File: config.mk
export PLATFORM = sky130hd
export DESIGN_NAME = snap_dump
export DESIGN_NICKNAME = d
export VERILOG_FILES = /design/src/rtl/snap_pkg.sv /design/src/rtl/snap_ram.sv /design/src/rtl/snap_ctrl.sv /design/src/rtl/snap_datapath.sv /design/src/rtl/snap_dump.sv
export SDC_FILE = /design/constraint.sdc
export NUM_CORES = 1
export LEC_CHECK = 0
export CAP_MARGIN = 0
export CORE_ASPECT_RATIO = 0.5
export CORE_MARGIN = 4
export CORE_UTILIZATION = 50
export DETAILED_ROUTE_END_ITERATION = 8
export GPL_ROUTABILITY_DRIVEN = 0
export PLACE_DENSITY_LB_ADDON = 0.08
export SYNTH_ARGS = -nofsm -noshare
export SYNTH_HDL_FRONTEND = slang
export SYNTH_SLANG_ARGS = --single-unit
File: constraint.sdc
create_clock -name clk -period 3.2 [get_ports clk]
set_input_delay 0.8 -clock clk [delete_from_list [all_inputs] [get_ports clk]]
set_output_delay 0.8 -clock clk [all_outputs]
set_load 0.02 [all_outputs]
File: src/rtl/snap_pkg.sv
package snap_pkg;

  typedef enum logic [2:0] {
    S_IDLE   = 3'd0,
    S_CAPT   = 3'd1,
    S_RSHIFT = 3'd2,
    S_MREAD  = 3'd3,
    S_MLOAD  = 3'd4,
    S_MSHIFT = 3'd5,
    S_DONE   = 3'd6
  } scan_state_t;

  typedef struct packed {
    logic loadRegs;
    logic shiftRegs;
    logic loadMem;
    logic shiftMem;
    logic clrAddr;
    logic incAddr;
    logic selMem;
  } scan_strobe_t;

endpackage

File: src/rtl/snap_ram.sv
module snap_ram #(
  parameter int DEPTH  = 16,
  parameter int DATA_W = 8,
  localparam int ADDR_W = $clog2(DEPTH)
) (
  input  logic              clk,
  input  logic              wrEn,
  input  logic [ADDR_W-1:0] wrAddr,
  input  logic [DATA_W-1:0] wrData,
  input  logic [ADDR_W-1:0] rdAddr,
  output logic [DATA_W-1:0] rdData
);

  logic [DATA_W-1:0] store [DEPTH];

  always_ff @(posedge clk) begin
    if (wrEn) store[wrAddr] <= wrData;
  end

  always_ff @(posedge clk) begin
    rdData <= store[rdAddr];
  end

endmodule

File: src/rtl/snap_ctrl.sv
module snap_ctrl
  import snap_pkg::*;
(
  input  logic         clk,
  input  logic         rstN,
  input  logic         snapReq,
  input  logic         soutReady,
  input  logic         lastBit,
  input  logic         lastAddr,
  output scan_strobe_t strb,
  output logic         tgtStall,
  output logic         scanDone,
  output logic         soutValid
);

  scan_state_t state, stateNext;
  logic accept;

  assign soutValid = (state == S_RSHIFT) || (state == S_MSHIFT);
  assign tgtStall  = (state != S_IDLE) && (state != S_DONE);
  assign scanDone  = (state == S_DONE);
  assign accept    = soutValid && soutReady;

  always_comb begin
    stateNext = state;
    strb      = '0;
    unique case (state)
      S_IDLE, S_DONE: begin
        if (snapReq) stateNext = S_CAPT;
      end
      S_CAPT: begin
        strb.loadRegs = 1'b1;
        strb.clrAddr  = 1'b1;
        stateNext     = S_RSHIFT;
      end
      S_RSHIFT: begin
        strb.shiftRegs = accept;
        if (accept && lastBit) stateNext = S_MREAD;
      end
      S_MREAD: begin
        strb.selMem = 1'b1;
        stateNext   = S_MLOAD;
      end
      S_MLOAD: begin
        strb.selMem  = 1'b1;
        strb.loadMem = 1'b1;
        stateNext    = S_MSHIFT;
      end
      S_MSHIFT: begin
        strb.selMem   = 1'b1;
        strb.shiftMem = accept;
        if (accept && lastBit) begin
          if (lastAddr) begin
            stateNext = S_DONE;
          end else begin
            strb.incAddr = 1'b1;
            stateNext    = S_MREAD;
          end
        end
      end
      default: stateNext = S_IDLE;
    endcase
  end

  always_ff @(posedge clk) begin
    if (!rstN) state <= S_IDLE;
    else       state <= stateNext;
  end

  // a request taken while not stalled stalls the target and loads the register chain next cycle
  assert_stall_after_req_R3: assert property (@(posedge clk) disable iff (!rstN)
    (!tgtStall && snapReq) |=> (tgtStall && strb.loadRegs));

  // a captured memory word is offered on the very next cycle
  assert_word_offered_R6: assert property (@(posedge clk) disable iff (!rstN)
    strb.loadMem |=> soutValid);

  // the stall only ends by completing the dump
  assert_done_on_release_R8: assert property (@(posedge clk) disable iff (!rstN)
    $fell(tgtStall) |-> scanDone);

endmodule

File: src/rtl/snap_datapath.sv
module snap_datapath
  import snap_pkg::*;
#(
  parameter int NUM_REGS = 4,
  parameter int REG_W    = 8,
  parameter int DEPTH    = 16,
  parameter int DATA_W   = 8,
  localparam int CHAIN_W = NUM_REGS * REG_W,
  localparam int ADDR_W  = $clog2(DEPTH),
  localparam int MAX_W   = (CHAIN_W > DATA_W) ? CHAIN_W : DATA_W,
  localparam int CNT_W   = $clog2(MAX_W + 1)
) (
  input  logic               clk,
  input  logic               rstN,
  input  scan_strobe_t       strb,
  input  logic [CHAIN_W-1:0] regsIn,
  input  logic [DATA_W-1:0]  rdData,
  output logic [ADDR_W-1:0]  scanAddr,
  output logic               soutBit,
  output logic               lastBit,
  output logic               lastAddr
);

  localparam logic [CNT_W-1:0]  REG_LAST  = CNT_W'(CHAIN_W - 1);
  localparam logic [CNT_W-1:0]  WORD_LAST = CNT_W'(DATA_W - 1);
  localparam logic [ADDR_W-1:0] ADDR_LAST = ADDR_W'(DEPTH - 1);

  logic [CHAIN_W-1:0] regChain;
  logic [DATA_W-1:0]  memShift;
  logic [CNT_W-1:0]   bitCnt;

  always_ff @(posedge clk) begin
    if (!rstN)              regChain <= '0;
    else if (strb.loadRegs) regChain <= regsIn;
    else if (strb.shiftRegs) regChain <= regChain >> 1;
  end

  always_ff @(posedge clk) begin
    if (!rstN)              memShift <= '0;
    else if (strb.loadMem)  memShift <= rdData;
    else if (strb.shiftMem) memShift <= memShift >> 1;
  end

  always_ff @(posedge clk) begin
    if (!rstN)                                bitCnt <= '0;
    else if (strb.loadRegs || strb.loadMem)   bitCnt <= '0;
    else if (strb.shiftRegs || strb.shiftMem) bitCnt <= bitCnt + 1'b1;
  end

  always_ff @(posedge clk) begin
    if (!rstN)             scanAddr <= '0;
    else if (strb.clrAddr) scanAddr <= '0;
    else if (strb.incAddr) scanAddr <= scanAddr + 1'b1;
  end

  assign soutBit  = strb.selMem ? memShift[0] : regChain[0];
  assign lastBit  = (bitCnt == (strb.selMem ? WORD_LAST : REG_LAST));
  assign lastAddr = (scanAddr == ADDR_LAST);

  // the address walk only steps forward after a full word has been sent
  assert_addr_step_R4: assert property (@(posedge clk) disable iff (!rstN)
    strb.incAddr |-> (strb.shiftMem && bitCnt == WORD_LAST));

endmodule

File: src/rtl/snap_dump.sv
module snap_dump
  import snap_pkg::*;
#(
  parameter int NUM_REGS = 4,
  parameter int REG_W    = 8,
  parameter int DEPTH    = 16,
  parameter int DATA_W   = 8,
  localparam int CHAIN_W = NUM_REGS * REG_W,
  localparam int ADDR_W  = $clog2(DEPTH)
) (
  input  logic               clk,
  input  logic               rstN,
  input  logic               snapReq,
  input  logic [CHAIN_W-1:0] tgtRegs,
  output logic               tgtStall,
  output logic               scanDone,
  input  logic               tgtWrEn,
  input  logic [ADDR_W-1:0]  tgtWrAddr,
  input  logic [DATA_W-1:0]  tgtWrData,
  input  logic [ADDR_W-1:0]  tgtRdAddr,
  output logic [DATA_W-1:0]  tgtRdData,
  output logic               soutBit,
  output logic               soutValid,
  input  logic               soutReady
);

  scan_strobe_t      strb;
  logic              lastBit, lastAddr;
  logic [ADDR_W-1:0] scanAddr, ramRdAddr;
  logic              ramWrEn;

  assign ramRdAddr = tgtStall ? scanAddr : tgtRdAddr;
  assign ramWrEn   = tgtWrEn && !tgtStall;

  snap_ctrl u_ctrl (
    .clk       (clk),
    .rstN      (rstN),
    .snapReq   (snapReq),
    .soutReady (soutReady),
    .lastBit   (lastBit),
    .lastAddr  (lastAddr),
    .strb      (strb),
    .tgtStall  (tgtStall),
    .scanDone  (scanDone),
    .soutValid (soutValid)
  );

  snap_datapath #(
    .NUM_REGS (NUM_REGS),
    .REG_W    (REG_W),
    .DEPTH    (DEPTH),
    .DATA_W   (DATA_W)
  ) u_dp (
    .clk      (clk),
    .rstN     (rstN),
    .strb     (strb),
    .regsIn   (tgtRegs),
    .rdData   (tgtRdData),
    .scanAddr (scanAddr),
    .soutBit  (soutBit),
    .lastBit  (lastBit),
    .lastAddr (lastAddr)
  );

  snap_ram #(
    .DEPTH  (DEPTH),
    .DATA_W (DATA_W)
  ) u_ram (
    .clk    (clk),
    .wrEn   (ramWrEn),
    .wrAddr (tgtWrAddr),
    .wrData (tgtWrData),
    .rdAddr (ramRdAddr),
    .rdData (tgtRdData)
  );

  // a refused beat holds both the valid and the offered bit
  assert_hold_on_backpressure_R5: assert property (@(posedge clk) disable iff (!rstN)
    (soutValid && !soutReady) |=> (soutValid && $stable(soutBit)));

  // nothing is offered on the serial link unless the target is held
  assert_valid_needs_stall_R1: assert property (@(posedge clk) disable iff (!rstN)
    soutValid |-> tgtStall);

endmodule

# Word-level counts from Yosys, hierarchy flattened
# Memories as Yosys holds them, arrays and structs flattened. A register that Yosys moved wholly into a read port is not among the register bits.
# Cells that the tools add are included.
word_totals:
  elab_cells: 60
  reg_bits: 53
  mem_count: 1
  output_inout_bits: 12
  inputBits: 53
  mem_bits_rw: 128
memory_table:
  columns: ["name", "depth", "word_bits", "rd", "rd_ports_with_merged_regs", "wr", "line", "source"]
  rows:
  - ["u_ram.store", 16, 8, 1, 1, 1, "snap_ram.sv:14", "logic [DATA_W-1:0] store [DEPTH];"]
classes:
  bitwise: 1
  muxes: 22
  addsub: 2
  n_eq_ne: 12
  n_reduce_logical: 17
op_table:
  columns: ["operator", "n"]
  rows:
  - ["$mux W32", 2]
  - ["$pmux W3 S6", 1]
  - ["$mux W8", 2]
  - ["$mux W3", 4]
  - ["$mux W1", 11]
  - ["$eq A3 B3 Y1 const B", 3]
  - ["$add A6 B1 Y6 const B", 1]
  - ["$eq A3 B2 Y1 const B", 2]
  - ["$eq A6 B6 Y1", 1]
  - ["$ne A2 B2 Y1 const B", 3]
  - ["$reduce_or A2 Y1", 3]
  - ["$mux W5", 1]
  - ["$add A4 B1 Y4 const B", 1]
  - ["$eq A4 B4 Y1 const B", 1]
  - ["$logic_and A1 B1 Y1", 4]
  - ["$mux W4", 1]
  - ["$reduce_bool A2 Y1", 2]
  - ["$eq A3 B1 Y1 const B", 1]
  - ["$logic_not A3 Y1", 1]
  - ["$logic_or A1 B1 Y1", 3]
  - ["$ne A3 B3 Y1 const B", 1]
  - ["$reduce_and A3 Y1", 1]
  - ["$reduce_bool A3 Y1", 1]
  - ["$reduce_or A3 Y1", 1]
  - ["2 further kinds", 2]

# Longest topological paths before layout
# Gate-level depths: netlist of the first run.
logic_depth:
  word_depth: 8
  depth_mapped: 8
  mapped_depth_nobuf: 6

# By module
# A second synthesis of the first run with hierarchy kept.
unflattened:
  cells_unflattened: 539
  hier_area_um2: 7827.5
by_module_without_submodules:
  columns: ["mod", "seq_area_each_um2", "area_each_um2", "instances", "cells_each"]
  rows:
  - ["snap_ram", 4003.8, 5147.4, 1, 229]
  - ["snap_datapath", 1001.0, 2357.3, 1, 269]
  - ["snap_ctrl", 60.1, 269.0, 1, 36]
  - ["snap_dump", 0.0, 53.8, 1, 5]

# Worst setup path after synthesis of the first run
# No wires, ideal clock.
synth_timing:
  path_type: "register to register"
  start: "reg u_ctrl.state[1]"
  end: "mem u_ram.store[0][0], enable pin"
  stages_incl_launch_ff: 7
  slack_ps: 576
  t_arrival_ps: 2241
  setup_ps: 383
  period_less_slack_ps: 2624
  required_time_ps: 2817
  path_buffers: 1
  path_cell_list: "dfxtp_1 -> buf_4 -> xor2_2 -> nor2_1 -> inv_1 -> or4b_2 -> nor3_1"
synth_between:
  elab_chain_cells: 6
  word_cells_on_any_way: 7
  classes_between: "1 x eq/ne; 2 x mux; 4 x reduce/logical"
synth_rtl:
  columns: ["element", "line", "source"]
  rows:
  - ["start: declaration", "snap_ctrl.sv:16", "scan_state_t state, stateNext;"]
  - ["start signal: assignment", "snap_ctrl.sv:67", "else state <= stateNext;"]
  - ["$ne A3 B3 Y1 or $reduce_bool A3 Y1 (tied branches)", "snap_ctrl.sv:20", "assign tgtStall = (state != S_IDLE) && (state != S_DONE);"]
  - ["$logic_and A1 B1 Y1 *", "snap_ctrl.sv:20", null]
  - ["$logic_not A1 Y1 *", "snap_dump.sv:33", "assign ramWrEn = tgtWrEn && !tgtStall;"]
  - ["$logic_and A1 B1 Y1 *", "snap_dump.sv:33", null]
  - ["$mux W1 *", "snap_ram.sv:17", "if (wrEn) store[wrAddr] <= wrData;"]
  - ["$mux W1 (not written as such) *", "snap_ram.sv:17", null]
  - ["end: declaration", "snap_ram.sv:14", null]
# Every way passes the cells marked *; elsewhere a longest branch is shown, timed or not.

# Worst setup path in the final report of the first run
layout_timing:
  start: "reg u_ctrl.state[2]"
  end: "out tgtStall"
layout_between:
  elab_chain_cells: 2
  word_cells_on_any_way: 3
  classes_between: "1 x eq/ne; 2 x reduce/logical"
layout_rtl:
  columns: ["element", "line", "source"]
  rows:
  - ["$ne A3 B3 Y1 or $reduce_bool A3 Y1 (tied branches)", "snap_ctrl.sv:20", null]
  - ["$logic_and A1 B1 Y1 *", "snap_ctrl.sv:20", null]
  - ["end: declaration", "snap_dump.sv:15", "output logic tgtStall,"]
# Marked as above.

==> run summary, run 1 <==
outcome: finished, final reports clean
die span in y: 100.4 um
WS Path Type: reg -> out
Worst Max-Slew Pin Slew: 0.9074 ns
Clock Tree Buf Depth: 2
GR peak layer: met2
part of the power in registers: 46.3%
net switching power: 1.688 mW
DRC: 0
Period minus WS final: 3.012 ns
Area Growth Syn to Fin: 19.86%
vias in the first global route: 5705
share of flip-flops with an asynchronous set or reset: 0%
fmax: 0.3320 GHz
grt met2 use: 35.66%
Crit Path Max Fanout: 11
M1 GR Usage: 31.59%
CTS Root Cell: clkbuf_16
PortBufs: 64
Fin Setup TNS: 0 ns
area of the core: 0.01656 mm2
Final Max Tran Viols: 0
Final nets: 777
CTS Buf Count: 17
CTS Sinks: 189
Mapped Avg Cell Area: 13.27 um2
Post-Syn Nets: 698
switch share: 27.25%
combinational share of power: 17.4%
startpoint class of the critical path: register
Clock power frac: 36.4%
via count: 5772
Pleak: 3.378 nW
initial antenna violation count: 0
EDFF count, synth: 128
largest net degree at the start of global routing: 43
signal arrival time at the worst endpoint: 2.21 ns
Final HPWL DP: 13570 um
worst skew pair latency: 0.43 ns
DRC marker count from the first detailed-route iteration: 420
RSZ-0062 raised after global routing: no
DRT Pass-1 Iters: 5
clk_skew: 0.01012 ns
Initial Util: 51.52%
vias per cell: 6.000
antenna cells: 0
die area: 0.01934 mm2
CTS tree: built
Post-Synthesis Cells: 643
Hold Crit Class: reg -> reg
number of placed I/O pins: 65
P_int: 4.506 mW
max_cap viols: 0
layout cell share with drive strength beyond 1: 15.92%
GRT Resource Usage Total: 22.49%
total power: 6.193 mW
M3 GR Usage: 5.872%
Distinct cells, synth: 46
Placement Rows: 33
commonest non-fill, non-tap cell in the layout: edfxtp_1
first-pass GRT wire length: 32400 um
Max-Slew Margin vs Limit: 39.28%
WP data required: 2.40 ns
Post-Syn Area: 0.008531 mm2
Worst-path clk slew: 0.07 ns
setup repair bufs after CTS: 0
synthesized flop and latch total: 189
CP Capture Type: output port
Post-synth top flop: edfxtp_1
part of the cycle the worst path needs: 94.14%
wirelength, routed: 21150 um
synthesis warning total: 0
final-report hold violation count: 0
Routed wire per std cell: 21.99 um
Pwr Density: 605.7 mW/mm2
register area share after synthesis: 59.37%
Peak VDD IR: 0.4099 mV
Post-DRT Antenna Nets: 0
Final setup viols: 0
H-Tree Depth: 4
GR Overflow Total: 0
die width: 192.7 um
leading cell types in the layout, fill and taps excluded: edfxtp_1, mux2i_1, nor2_1
==> metrics by stage <==
| step | worst slack (ns) | instances | utilization, % | hold WS, ns | area, um2 |
|---|---|---|---|---|---|
| after floorplan | 0.5760 | 643 | - | 0.4498 | 8531 |
| after global placement | 0.4056 | 930 | 57.91 | 0.4598 | 9588 |
| after detailed placement | 0.3474 | 930 | 57.91 | 0.4704 | 9588 |
| after CTS | 0.06021 | 962 | 61.74 | 0.4833 | 10220 |
| after global routing | 0.1035 | 962 | 61.75 | 0.5064 | 10220 |
| final | 0.1876 | 962 | 61.75 | 0.4792 | 10220 |
==> flip-flops by register name, summed over array words and instances (netlist names) <==
register and cells:
u_dp.scanAddr 4, u_ram.rdData 8, u_dp.bitCnt 6, u_ram.store 128, u_dp.regChain 32, u_dp.memShift 8
u_ctrl.state 3
==> worst paths after layout <==
path	slack, ns	endpoint	start	cells past startpoint
worst min-delay path	0.48	u_dp.memShift[7]$_SDFFE_PN0P_	u_dp.memShift[7]$_SDFFE_PN0P_	2
worst max register to register	0.73	u_ram.store[4][3]$_DFFE_PP_	u_ctrl.state[2]$_SDFFE_PN0P_	6
worst min register to register	0.48	u_dp.memShift[7]$_SDFFE_PN0P_	u_dp.memShift[7]$_SDFFE_PN0P_	2
worst max-delay path	0.19	tgtStall	u_ctrl.state[2]$_SDFFE_PN0P_	5
==> cell type report <==
class / count / area [um2]
fill: 1283 / 6332
sequential: 189 / 5069
multi-input combinational: 403 / 3251
timing repair buffer: 104 / 960.9
clock buffer: 18 / 439.2
tap: 227 / 284.0
clock inverter: 14 / 195.2
inverter: 7 / 26.28
==> metal layers <==
layer | up-vias | share of wire (%)
met2 | 205 | 45
met4 | 0 | 1.0
met1 | 2870 | 47
met5 | - | 0
met3 | 17 | 7.0
li1 | 2680 | -
==> repair_timing <==
action                                  CTS  global route
resized for setup                         0             2
hold buffers                              0             0
endpoints found under the setup margin    0             2
hold endpoints to repair                  0             0
==> power groups by stage <==
| stage | clock network (mW) | registers (mW) | logic [mW] |
|---|---|---|---|
| floorplan | 0 | 2.93 | 0.590 |
| global placement | 0 | 2.91 | 1.05 |
| detailed placement | 0 | 2.92 | 1.06 |
| CTS | 2.30 | 2.86 | 1.07 |
| global route | 2.41 | 2.88 | 1.17 |
| finish | 2.25 | 2.87 | 1.07 |
==> Yosys cell counts (2+ instances only) <==
library cell | count | share of area, %
nand4_1 | 10 | 0.73
xor2_1 | 4 | 0.41
a211oi_1 | 56 | 4.9
and3_1 | 22 | 1.6
buf_1 | 3 | 0.13
o32ai_1 | 8 | 0.82
nor2b_1 | 4 | 0.29
buf_4 | 3 | 0.26
a21oi_1 | 10 | 0.59
a21o_1 | 3 | 0.26
nand2_1 | 15 | 0.66
edfxtp_1 | 128 | 45
clkbuf_1 | 26 | 1.1
nand2b_1 | 4 | 0.29
mux2i_1 | 75 | 8.8
dfxtp_1 | 61 | 14
nand3_1 | 29 | 1.7
xnor2_1 | 3 | 0.31
nor2_1 | 66 | 2.9
o21ai_0 | 11 | 0.65
ha_1 | 2 | 0.29
nor3_1 | 5 | 0.29
o22ai_1 | 15 | 1.1
o21ai_1 | 2 | 0.12
inv_1 | 6 | 0.26
or3_1 | 9 | 0.66
nand4b_1 | 2 | 0.21
buf_2 | 12 | 0.70
mux4_2 | 32 | 8.4
==> worst max-delay path, stage by stage, from the launching register on <==
cell and delay (ns):
dfxtp_2 0.47, xor2_2 0.20, nor2_1 0.07, inv_1 0.20, buf_4 0.23, clkdlybuf4s50_1 0.61
==> kinds of logic (layout without fill, tap and decap cells) <==
group,Yosys count,in the layout,share of synthesized area (%)
flops,189,189,59.37
simple gates,175,175,10.22
compound gates,109,109,9.079
mux,108,108,17.38
buf+inv,51,143,2.552
xor+xnor,9,9,1.100
fa+ha+maj,2,2,0.2933
(Power assumes the default switching activity.)
==> inputs of run 2 (changes only) <==
--- a/config.mk
+++ b/config.mk
@@ -8,10 +8,11 @@
 export CAP_MARGIN = 0
 export CORE_ASPECT_RATIO = 0.5
 export CORE_MARGIN = 4
-export CORE_UTILIZATION = 50
+export CORE_UTILIZATION = 30
 export DETAILED_ROUTE_END_ITERATION = 8
 export GPL_ROUTABILITY_DRIVEN = 0
 export PLACE_DENSITY_LB_ADDON = 0.08
 export SYNTH_ARGS = -nofsm -noshare
 export SYNTH_HDL_FRONTEND = slang
+export SYNTH_HIERARCHICAL = 1
 export SYNTH_SLANG_ARGS = --single-unit
==> run 2 against run 1 <==
Compared with the run above:
- non-clock buffer count decreased by 8
- synthesized area decreased by 8.2%
- critical path type unchanged
- clock skew about the same
- count of clock-buffer cells in the layout increased by 3
- hold slack improved by 0.011 ns
- design area decreased by 6.9%
- first-iteration DRC count decreased by 24%
- die area increased by 49%
- largest cell class unchanged
- register-to-register slack got worse by 0.20 ns
- fmax increased by 0.79%
- clock power decreased by 10%
==> run summary, run 2 <==
outcome: finished, final reports clean
vias per cell: 4.629
final-report hold violation count: 0
Fin Setup TNS: 0 ns
post-cts repair resize count: 0
Distinct cells, synth: 44
Yosys top cell by area: edfxtp_1
die span in y: 122.2 um
antenna cells: 0
Placement Rows: 41
Synth top area share: 49.10%
share of flip-flops with an asynchronous set or reset: 0%
Initial Util: 30.76%
Pleak: 3.143 nW
Synth area leaders: edfxtp_1, dfxtp_1, mux4_2
Worst Max-Slew Pin Slew: 1.002 ns
max_cap viols: 0
CP Capture Type: output port
synthesis warning total: 6
Reg with most FFs: u_ram/store
Top delay family on crit path: buffers and inverters
Max-Slew Margin vs Limit: 32.97%
GRT Resource Usage Total: 12.95%
Final setup viols: 0
via count: 4532
leading cell types in the layout, fill and taps excluded: edfxtp_1, clkdlybuf4s50_1, dfxtp_1
DRT Pass-1 Iters: 4
H-Tree Depth: 4
CTS Sinks: 189
startpoint class of the critical path: register
Post-DRT Antenna Nets: 0
register area share after synthesis: 64.71%
Post-Synthesis Cells: 539
CTS Hold Buffers Added: 0
Mapped Avg Cell Area: 14.52 um2
CTS Root Cell: clkbuf_16
first-pass GRT wire length: 27540 um
R2R Setup Slk: 0.53 ns
fin cells: 979
PortBufs: 64
area of the core: 0.02544 mm2
commonest non-fill, non-tap cell in the layout: edfxtp_1
clk_skew: 0.01056 ns
DRC: 0
Max stage delay on crit path: 0.54 ns
Worst-path clk slew: 0.07 ns
Post-synth top flop: edfxtp_1
layout cell share with drive strength beyond 1: 13.86%
Routed wire per std cell: 18.46 um
Post-Syn Nets: 594
largest net degree at the start of global routing: 50
CTS tree: built
most frequent cells after synthesis: edfxtp_1, dfxtp_1, nand2_1
Period minus WS final: 2.989 ns
DRC marker count from the first detailed-route iteration: 319
Hold Crit Class: reg -> reg
Crit Path Max Fanout: 5
Worst R2R End: u_ram/rdData[2]$_DFF_P_
die area: 0.02890 mm2
worst skew pair latency: 0.43 ns
hold path start: u_dp/bitCnt[1]$_SDFFE_PP0P_
count leader, synth: edfxtp_1
CTS Buf Count: 17
max reg flops: 128
signal arrival time at the worst endpoint: 2.19 ns
hold depth: 2
Area Growth Syn to Fin: 21.60%
synthesized flop and latch total: 189
WS Path Type: reg -> out
part of the cycle the worst path needs: 93.40%
setup repair bufs after CTS: 0
WP data required: 2.40 ns
number of placed I/O pins: 65
die width: 236.4 um
fmax: 0.3346 GHz
initial antenna violation count: 0
RSZ-0062 raised after global routing: no
wirelength, routed: 18070 um
CP Buf/Inv Count: 1
vias in the first global route: 4502
CP max stage cell: clkdlybuf4s50_1
Clock Tree Buf Depth: 2
Pwr Density: 581.4 mW/mm2
crit-path cells: nor2b_2 > nand2_1 > nand2_1 > mux2_2 > clkdlybuf4s50_1
critical path's most frequent cell: nand2_1
reg2reg path depth: 7
GR Overflow Total: 0
Top Registers: u_ram/store x128, u_dp/regChain x32
reg2reg start: u_ctrl/state[2]$_SDFFE_PN0P_
Peak VDD IR: 0.3546 mV
Post-Syn Area: 0.007828 mm2
EDFF count, synth: 128
hold endpoint: u_dp/bitCnt[1]$_SDFFE_PP0P_
DP Cell Count: 947
Final Max Tran Viols: 0
Final HPWL DP: 11710 um
Final nets: 677
==> run 2: cell count changes in the layout (fill, tap and decap cells not counted), moves of 30 or more <==
cell | previous run | this run
and2_1 | 1 | 39
o21ai_0 | 11 | 41
nand2_1 | 15 | 56
a211oi_1 | 56 | 1
nor2_1 | 66 | 25
mux2i_1 | 75 | 40
==> run 2: worst max path at each step <==
| stage | startpoint | end | cells after the start |
|---|---|---|---|
| floorplan | u_ctrl/state[0]$_SDFFE_PN0P_ | u_ram/store[0][0]$_DFFE_PP_ | 5 |
| global placement | tgtRdAddr[0] | u_ram/rdData[5]$_DFF_P_ | 6 |
| detailed placement | tgtRdAddr[0] | u_ram/rdData[2]$_DFF_P_ | 6 |
| CTS | u_ctrl/state[1]$_SDFFE_PN0P_ | soutBit | 5 |
| global route | u_ctrl/state[2]$_SDFFE_PN0P_ | tgtStall | 3 |
| finish | u_ctrl/state[1]$_SDFFE_PN0P_ | soutBit | 5 |
==> run 2: tightest hold or removal path, delay by kind of cell, from the launching register on <==
| kind | cells | cell delay (ns) |
|---|---|---|
| AO/OA/AOI/OAI | 1 | 0.05 |
| flip-flops | 1 | 0.34 |
| AND/OR/NAND/NOR | 1 | 0.06 |
==> run 2: layer usage <==
metal	track usage, %	up-vias	wire, um
li1	-	2197	-
met1	19.22	2236	9258
met2	18.68	89	7838
met3	3.592	10	822
met4	3.497	0	153
met5	0	-	0
==> run 2: per-stage QoR <==
stage	setup WS [ns]	power (mW)	util, %	area (um2)	hold WS [ns]
after floorplan	0.4393	3.255	-	7828	0.4579
after global placement	0.4826	3.591	35.25	8970	0.4760
after detailed placement	0.4716	3.589	35.25	8970	0.4874
after CTS	0.1703	5.623	37.41	9518	0.4970
after global routing	0.09845	5.796	37.41	9518	0.5201
final	0.2113	5.534	37.41	9518	0.4906
==> run 2: final cells by class <==
class	instances	area, um2
fill	2442	15930
sequential	189	5065
multi-input combinational	316	2549
timing repair buffer	96	918.4
clock buffer	21	440.4
tap	344	430.4
clock inverter	11	107.6
inverter	2	7.507
==> run 2: report_power, final <==
| group | switching, mW | internal [mW] |
|---|---|---|
| combinational | 0.384 | 0.364 |
| sequential | 0.0670 | 2.70 |
| clock | 0.933 | 1.09 |
==> run 2: logic make-up (layout without fill, tap and decap cells) <==
group	count (synthesis)	count (layout)	synth area share [%]
xor+xnor	7	7	0.7833
flops	189	189	64.71
buf+inv	34	130	2.845
compound gates	73	73	5.515
fa+ha+maj	2	2	0.3196
mux	77	77	15.71
simple gates	157	157	10.12
